--- src/rtl/strobe_swap_pkg.sv ---
package strobe_swap_pkg;

  typedef struct packed {
    logic fetch;
    logic data;
  } grant_t;

  function automatic grant_t arbitrate(input logic fetch, input logic data,
                                       input logic fetch_first);
    grant_t g;
    if (fetch_first) begin
      g.fetch = fetch;
      g.data  = data & ~fetch;
    end else begin
      g.data  = data;
      g.fetch = fetch & ~data;
    end
    return g;
  endfunction

endpackage

--- src/rtl/swap_ctrl.sv ---
module swap_ctrl #(
  parameter int CNT_W      = 3,
  parameter int COMMIT_LEN = 2
) (
  input  logic             clk,
  input  logic             rst_n,
  input  logic             wr_en,
  input  logic             wr_val,
  input  logic             bnd,
  input  logic [CNT_W-1:0] bnd_cycles,
  output logic             swap_q,
  output logic             pend_q
);
  localparam logic [CNT_W-1:0] COMMIT_CNT = CNT_W'(COMMIT_LEN);

  logic target_q;
  logic commit;

  // a write in the same cycle wins over the boundary
  assign commit = pend_q && bnd && (bnd_cycles == COMMIT_CNT) && !wr_en;

  always_ff @(posedge clk or negedge rst_n) begin
    if (!rst_n) begin
      swap_q   <= 1'b0;
      pend_q   <= 1'b0;
      target_q <= 1'b0;
    end else if (wr_en) begin
      pend_q   <= (wr_val != swap_q);
      target_q <= wr_val;
    end else if (commit) begin
      swap_q <= target_q;
      pend_q <= 1'b0;
    end
  end
endmodule

--- src/rtl/strobe_router.sv ---
module strobe_router #(
  parameter bit FETCH_FIRST = 1'b1
) (
  input  logic fetch_req,
  input  logic data_req,
  input  logic swap,
  output logic pin_a_n,
  output logic pin_b_n
);
  import strobe_swap_pkg::*;

  grant_t g;
  logic   a_act, b_act;

  assign g = arbitrate(fetch_req, data_req, FETCH_FIRST);

  always_comb begin
    if (swap) begin
      a_act = g.data;
      b_act = g.fetch;
    end else begin
      a_act = g.fetch;
      b_act = g.data;
    end
  end

  assign pin_a_n = ~a_act;
  assign pin_b_n = ~b_act;
endmodule

--- src/rtl/strobe_swap_top.sv ---
module strobe_swap_top #(
  parameter int CNT_W      = 3,
  parameter int COMMIT_LEN = 2
) (
  input  logic             clk,
  input  logic             rst_n,
  input  logic             cfg_wr_en,
  input  logic             cfg_wr_swap,
  input  logic             fetch_req,
  input  logic             data_req,
  input  logic             insn_end,
  input  logic [CNT_W-1:0] insn_cycles,
  output logic             pin_a_n,
  output logic             pin_b_n,
  output logic             stat_swap,
  output logic             stat_pending
);
  swap_ctrl #(.CNT_W(CNT_W), .COMMIT_LEN(COMMIT_LEN)) u_ctrl (
    .clk(clk), .rst_n(rst_n), .wr_en(cfg_wr_en), .wr_val(cfg_wr_swap),
    .bnd(insn_end), .bnd_cycles(insn_cycles),
    .swap_q(stat_swap), .pend_q(stat_pending)
  );

  strobe_router #(.FETCH_FIRST(1'b1)) u_route (
    .fetch_req(fetch_req), .data_req(data_req), .swap(stat_swap),
    .pin_a_n(pin_a_n), .pin_b_n(pin_b_n)
  );
endmodule

--- config.mk ---
export PLATFORM = sky130hd
export DESIGN_NAME = strobe_swap_top
export DESIGN_NICKNAME = d
export VERILOG_FILES = /design/src/rtl/strobe_swap_pkg.sv /design/src/rtl/swap_ctrl.sv /design/src/rtl/strobe_router.sv /design/src/rtl/strobe_swap_top.sv
export SDC_FILE = /design/constraint.sdc
export NUM_CORES = 1
export LEC_CHECK = 0
export ABC_AREA = 1
export CORE_AREA = 2 2 39 41
export DETAILED_ROUTE_END_ITERATION = 7
export DIE_AREA = 0 0 41 43
export HOLD_SLACK_MARGIN = 0.15
export PLACE_DENSITY = 0.52
export SLEW_MARGIN = 30
export SYNTH_ARGS = -nofsm -noshare
export SYNTH_HDL_FRONTEND = slang
export SYNTH_HIERARCHICAL = 1
export SYNTH_SLANG_ARGS = --single-unit
--- constraint.sdc ---
create_clock -name clk -period 1.5 [get_ports clk]
set_clock_uncertainty 0.15 [all_clocks]
set_input_delay 0.225 -clock clk [delete_from_list [all_inputs] [get_ports clk]]
set_output_delay 0.225 -clock clk [all_outputs]
set_load 0.02 [all_outputs]
# Word level (Yosys, flattened, before mapping)
# Index checks and enable logic that the tools add are counted.
[totals]
ff_bits = 3
in_bits = 10
output_inout_bits = 4
elab_cells = 20
[classes]
n_eq_ne = 2
mux = 4
bitwise = 5
n_reduce_logical = 6
[op_table]
columns = ["cell", "count"]
rows = [
  ["$mux W1", 4],
  ["$not A1 Y1", 4],
  ["$eq A3 B2 Y1 const B", 1],
  ["$logic_and A1 B1 Y1", 3],
  ["$reduce_and A2 Y1", 1],
  ["$reduce_bool A2 Y1", 1],
  ["$and A1 B1 Y1", 1],
  ["$logic_not A1 Y1", 1],
  ["$ne A1 B1 Y1", 1],
]

# Longest topological paths before layout
# Gate-level depths: netlist of run 1.
[logic_depth]
word_depth = 5
mapped_depth = 5
ltp_nobuf = 5

# Hierarchy
# The synthesis of run 1 kept the hierarchy.
[modules_own_cells]
columns = ["mod", "instances", "cells_per_inst", "area_each_um2", "seq_area_each_um2"]
rows = [
  ["swap_ctrl", 1, 24, 170.2, 75.1],
  ["strobe_router", 1, 9, 36.3, 0.0],
]

# Worst setup path before layout of run 1
# No wires, ideal clock.
[synth_path]
path_type = "reg2out"
from = "register u_ctrl.swap_q"
to = "output port pin_a_n"
arrival_time_ns = 0.788
required_ns = 1.125
slack_ns = 0.337
stages_incl_launch_ff = 4
n_path_buf = 0
cell_sequence = "dfrtp_1 > inv_1 > nand2_1 > nand2_1"
[synth_via]
elab_chain_len = 2
[synth_rtl]
columns = ["element", "line_no", "text"]
rows = [
  ["from (decl)", "swap_ctrl.sv:11", "output logic swap_q,"],
  ["from (signal assigned)", "swap_ctrl.sv:31", "swap_q <= target_q;"],
  ["$mux W1", "strobe_router.sv:18", "if (swap) begin"],
  ["$not A1 Y1", "strobe_router.sv:27", "assign pin_a_n = ~a_act;"],
  ["to (decl)", "strobe_swap_top.sv:13", "output logic pin_a_n,"],
]
# No other way between the ends.

# Worst setup path in the final report of run 1
[layout_path]
from = "register u_ctrl.swap_q"
to = "output port stat_swap"
[layout_lines]
columns = ["element", "line_no", "text"]
rows = [
  ["to (decl)", "strobe_swap_top.sv:15", "output logic stat_swap,"],
]
# No word-level cell between the ends.

==> results_dict.tcl, run 1 <==
set metrics [dict create \
    numPortBuffers 13 \
    rsz0062_at_grt "no" \
    routed_wl_um 507 \
    post_synth_main_area_contributors "dfrtp_1, nand2_1, inv_1, nor2_1, nand3_1" \
    grt_util_met3 0.0157 \
    timing.critical_path.arrival_ns 1.08 \
    rows 14 \
    gp_congestion 0.699 \
    via_count_of_the_first_global_routing_pass 252 \
    via_count 247 \
    cts_setup_buffers 0 \
    dieWidth_um 41 \
    grt_start_max_net_pins 5 \
    worstSkewPairLatency_ns 0.23 \
    synthTopCellsByCount "nand2_1, inv_1, nor2_1" \
    final.setup.worst_slack_ns 0.0432 \
    grt_first_pass_wirelength_um 765 \
    die-height_um 43 \
    setup.worst_path.class "register to output port" \
    ioPinCount 14 \
    max_clock_freq_mhz 686 \
    cap_violations 0 \
    area_after_detailed_placement_sq_um 364 \
    route.detailed.drc 0 \
    drtAntennaViolNets 0 \
    fin_worst_hold_slack_ns 0.349 \
    cp_data_required_time_ns 1.12 \
    use_met2 0.116 \
    clock_tree.root_cell "clkbuf_4" \
    drv_slew 0 \
    flow.area_growth_from_synthesis_pct 87.9 \
    run_status "finished clean" \
    drt_first_pass_iters 2 \
    ys_dominant_reg_cell "dfrtp_1" \
    cellPowerDensity_nw_per_um2 1000 \
    finalNetCount 63 \
    ys_warn_count 6 \
    post-route-min-period_ns 1.46 \
    cts.path.max_buffers 2 \
    routedWlPerCell_um 7.46 \
    number_of_antenna_violations_at_the_first_check_in_global_routing 0 \
    globalRouteTotalUtil 0.0684 \
    route.detailed.vias_per_inst 3.63 \
    initial_core_util 0.149 \
    finalSetupViolations 0 \
    vdd.ir_drop.worst_uv 372 \
    synth.yosys.seq_area_share 0.364 \
    fp.dieArea_sq_um 1760 \
    syn_area_per_cell_sq_um 6.26 \
    synth-seq-cells 3 \
    ys_types 9 \
    hpwlAfterDp_um 453 \
    leakage_uw 0.000207 \
    cts_max_level 1 \
    netlist_area_before_placement_sq_um 206 \
    mapped_nets 43 \
    worstMarginPinSlew_ns 0.203 \
    critical_path_peak_fanout 4 \
    combined_area_of_the_multi_input_logic_cells_sq_um 109 \
    floorplan.core_area_sq_um 1380 \
    finalHoldViolations 0 \
    final.fill_count 166 \
    ff_latch_area_sq_um 75.1 \
    final_min_period_over_clock_period 0.971 \
    slew_headroom 0.865 \
    cts_tree "done" \
    ratio_of_cells_with_drive_above_1_in_the_final_layout 0.154 \
    grt_overflow 0 \
    dpl_worst_slack_ns -0.378 \
    startpoint_type "register" \
    diode_count 0 \
    number_of_enable_flip_flop_cells_after_synthesis 0 \
    synthDominantAreaCellType "dfrtp_1" \
    cts_num_sinks 3 \
    final_area_sq_um 388 \
    timing.critical_path.to_type "output port" \
    min-delay-path-class "register to register" \
    yosys.cell_count.top_type "nand2_1" \
    postSynth.asyncResetShare 1.00 \
    synthCells 33 \
    final_core_utilization 0.280 \
    clkSlewWorstSetupHoldPaths_ns 0.04 \
    use_met1 0.0518 \
    cts_made_buffers 3 \
    drt-initial-drc-count 2 \
    netlist.area_leader.share 0.364 \
    grt_max_usage_layer "met2" \
]
==> routing by layer <==
layer	up-vias	routed length, um
li1	134	-
met1	108	186
met2	5	293
met3	0	26
met4	0	0
met5	-	0
==> cell usage in the layout, fill, tap and decap left out <==
cell	n
buf_2	2
buf_4	1
clkbuf_1	1
clkbuf_4	3
clkdlybuf4s50_1	9
dfrtp_1	3
dlygate4sd2_1	2
dlygate4sd3_1	1
inv_1	5
inv_2	1
mux2_1	1
nand2_1	13
nand2_2	1
nand3_1	3
nor2_1	5
xor2_1	1
==> power breakdown <==
part / internal [uW] / total, uW / switching (uW)
Sequential: 95.2 / 105 / 10.1
Combinational: 68.4 / 146 / 77.6
Clock: 99.5 / 138 / 38.6
Total: 263 / 389 / 126
==> sequential cells by signal, summed over array words and instances (netlist names) <==
signal,count
u_ctrl/target_q,1
u_ctrl/swap_q,1
u_ctrl/pend_q,1
==> layout make-up <==
cell class              count  share of cell area
clock buffers               4              0.0677
inverters                   6              0.0581
multi-input cells          24               0.281
flip-flops and latches      3               0.194
well taps                  16              0.0516
repair buffers             15               0.348
==> cells by family after synthesis <==
logic type / synth area share
xor+xnor: 0.0424
flops: 0.364
mux: 0.0545
simple gates: 0.430
buf+inv: 0.109
==> through the flow <==
step / power [uW] / setup TNS (ns) / cells
finish: 389 / 0 / 68
floorplan: 182 / 0 / 33
detailed placement: 275 / -0.744 / 63
global placement: 273 / -0.723 / 63
global route: 425 / 0 / 68
CTS: 404 / 0 / 68
==> worst paths after layout <==
kind | startpoint | endpoint | slack [ns] | depth (start not counted)
worst max-delay path | u_ctrl/swap_q$_DFFE_PN0P_ | stat_swap | 0.04 | 2
worst min-delay path | u_ctrl/target_q$_DFFE_PN0P_ | u_ctrl/target_q$_DFFE_PN0P_ | 0.35 | 1
worst max register to register | u_ctrl/swap_q$_DFFE_PN0P_ | u_ctrl/pend_q$_DFFE_PN0P_ | 0.44 | 4
worst min register to register | u_ctrl/target_q$_DFFE_PN0P_ | u_ctrl/target_q$_DFFE_PN0P_ | 0.35 | 1
max in group asynchronous | rst_n | u_ctrl/pend_q$_DFFE_PN0P_ | 0.50 | 2
min in group asynchronous | rst_n | u_ctrl/swap_q$_DFFE_PN0P_ | 0.56 | 2
==> critical path, stage by stage (launching register included) <==
cell	delay, ns
dfrtp_1	0.39
buf_4	0.15
dlygate4sd2_1	0.31
==> what timing repair did <==
item / CTS / global route
hold buffers: 1 / 0
hold endpoints to repair: 3 / 0
resized for setup: 10 / 0
endpoints found under the setup margin: 4 / 0
No activity file was read; power rests on OpenSTA's default activity.
==> run 2: changes to the inputs <==
- RECOVER_POWER: not set -> 25
- SKIP_LAST_GASP: not set -> 1
- TNS_END_PERCENT: not set -> 30
==> run 2 against run 1 <==
The run now ends with setup timing left. Setup slack worse by 0.13 ns. Hold slack stayed put. Via count stayed put. Largest cell class unchanged. Largest power group unchanged. Register-to-register slack hardly changed. Flip-flop and latch count did not move. Combinational power up 3%. Highest routed layer unchanged.
==> results_dict.tcl, run 2 (synthesized netlist as in run 1, its figures left out) <==
set metrics [dict create \
    run_status "complete, but fails checks" \
    violated_checks "setup timing" \
    cts_num_sinks 3 \
    die-height_um 43 \
    register_to_register_setup_slack_ns 0.43 \
    timing.critical_path.to_type "output port" \
    startpoint_type "input pin" \
    power.total_uw 394 \
    numPortBuffers 13 \
    grt_start_max_net_pins 5 \
    cts_tree "done" \
    ioPinCount 14 \
    max_clock_freq_mhz 631 \
    initial_core_util 0.149 \
    flow.area_growth_from_synthesis_pct 90.3 \
    final_min_period_over_clock_period 1.06 \
    final_area_sq_um 393 \
    slew_headroom 0.860 \
    dpl_worst_slack_ns -0.378 \
    cp-endpoint "pin_b_n" \
    grt_util_met3 0.0157 \
    leakage_uw 0.000206 \
    routedWlPerCell_um 7.41 \
    critical_path_peak_fanout 3 \
    use_met1 0.0518 \
    clkSlewWorstSetupHoldPaths_ns 0.03 \
    gp_congestion 0.699 \
    via_count 247 \
    globalRouteTotalUtil 0.0674 \
    route.detailed.drc 0 \
    crit-reg2reg-capture "u_ctrl/pend_q$_DFFE_PN0P_" \
    cts_max_level 1 \
    rows 14 \
    hpwlAfterDp_um 453 \
    area_after_detailed_placement_sq_um 364 \
    rsz0062_at_grt "yes" \
    drv_slew 0 \
    ratio_of_cells_with_drive_above_1_in_the_final_layout 0.135 \
    fp.dieArea_sq_um 1760 \
    cts.path.max_buffers 2 \
    crit_start "fetch_req" \
    commonest_cells_after_routing_fill_and_taps_aside "nand2_1, clkdlybuf4s50_1, inv_1, nor2_1" \
    cp_data_required_time_ns 1.12 \
    drt_first_pass_iters 2 \
    setup.worst_path.class "input pin to output port" \
    finalNetCount 63 \
    drtAntennaViolNets 0 \
    finalHoldViolations 0 \
    dieWidth_um 41 \
    instances_no_fill 68 \
    mostFrequentLayoutCell "nand2_1" \
    grt_first_pass_wirelength_um 752 \
    floorplan.core_area_sq_um 1380 \
    post-route-min-period_ns 1.58 \
    timing.critical_path.arrival_ns 1.21 \
    reg2reg_from "u_ctrl/swap_q$_DFFE_PN0P_" \
    vdd.ir_drop.worst_uv 372 \
    cap_violations 0 \
    via_count_of_the_first_global_routing_pass 251 \
    drt-initial-drc-count 2 \
    grt_max_usage_layer "met2" \
    number_of_antenna_violations_at_the_first_check_in_global_routing 0 \
    place_inst 63 \
    worstSkewPairLatency_ns 0.23 \
    use_met2 0.113 \
    min-delay-path-class "register to register" \
    top_regs "u_ctrl/pend_q: 1 flops, u_ctrl/swap_q: 1 flops, u_ctrl/target_q: 1 flops" \
    routed_wl_um 504 \
    r2r_cells 4 \
    grt_overflow 0 \
    cts_made_buffers 3 \
    worstMarginPinSlew_ns 0.210 \
    clock_tree.root_cell "clkbuf_4" \
    diode_count 0 \
    final.setup.worst_slack_ns -0.0849 \
    cellPowerDensity_nw_per_um2 1000 \
    finalSetupViolations 2 \
    route.detailed.vias_per_inst 3.63 \
    cts_setup_buffers 0 \
]
run 2: final cells by class:
class / instances / area, sq um
multi-input combinational: 24 / 109
inverter: 6 / 22.5
tap: 16 / 20.0
timing repair buffer: 15 / 140
fill: 168 / 991
sequential: 3 / 75.1
clock buffer: 4 / 26.3
run 2: through the flow:
step	hold slack, ns	util	TNS, ns
after CTS	0.350	0.287	-0.293
after global routing	0.371	0.284	-0.241
after detailed placement	0.271	0.263	-0.744
after floorplan	-0.221	-	0
after global placement	0.274	0.263	-0.723
final	0.349	0.284	-0.151
run 2: worst min-delay path by stage:
| stage | from | to | slack [ns] | cells after the start |
|---|---|---|---|---|
| detailed placement | rst_n | u_ctrl/swap_q$_DFFE_PN0P_ | 0.27 | 1 |
| finish | u_ctrl/target_q$_DFFE_PN0P_ | u_ctrl/target_q$_DFFE_PN0P_ | 0.35 | 1 |
| CTS | u_ctrl/target_q$_DFFE_PN0P_ | u_ctrl/target_q$_DFFE_PN0P_ | 0.35 | 1 |
| global placement | rst_n | u_ctrl/swap_q$_DFFE_PN0P_ | 0.27 | 1 |
| global route | u_ctrl/target_q$_DFFE_PN0P_ | u_ctrl/target_q$_DFFE_PN0P_ | 0.37 | 1 |
| floorplan | rst_n | u_ctrl/pend_q$_DFFE_PN0P_ | -0.22 | 0 |
run 2: layer usage:
metal,up-vias,wire length (um)
li1,134,-
met1,108,184
met2,5,293
met3,0,26
met4,0,0
met5,-,0
run 2: worst max-delay path: stages:
cell and delay (ns):
clkdlybuf4s50_1 0.47, inv_2 0.05, nand2_2 0.05, nand2_1 0.05, nand2_1 0.05, dlygate4sd2_1 0.32
run 2: power by group:
part	switching, uW	total, uW	internal (uW)	leakage (uW)
logic	77.8	151	73.1	0.000154
registers	10.3	105	95.2	0.0000370
clock network	38.7	138	99.5	0.0000150
run 2: timing repair:
| action | CTS | global route |
|---|---|---|
| hold endpoints to repair | 3 | 0 |
| resized for setup | 3 | 2 |
| pin swaps | 0 | 0 |
| hold buffers | 1 | 0 |
| setup endpoints to repair | 4 | 3 |
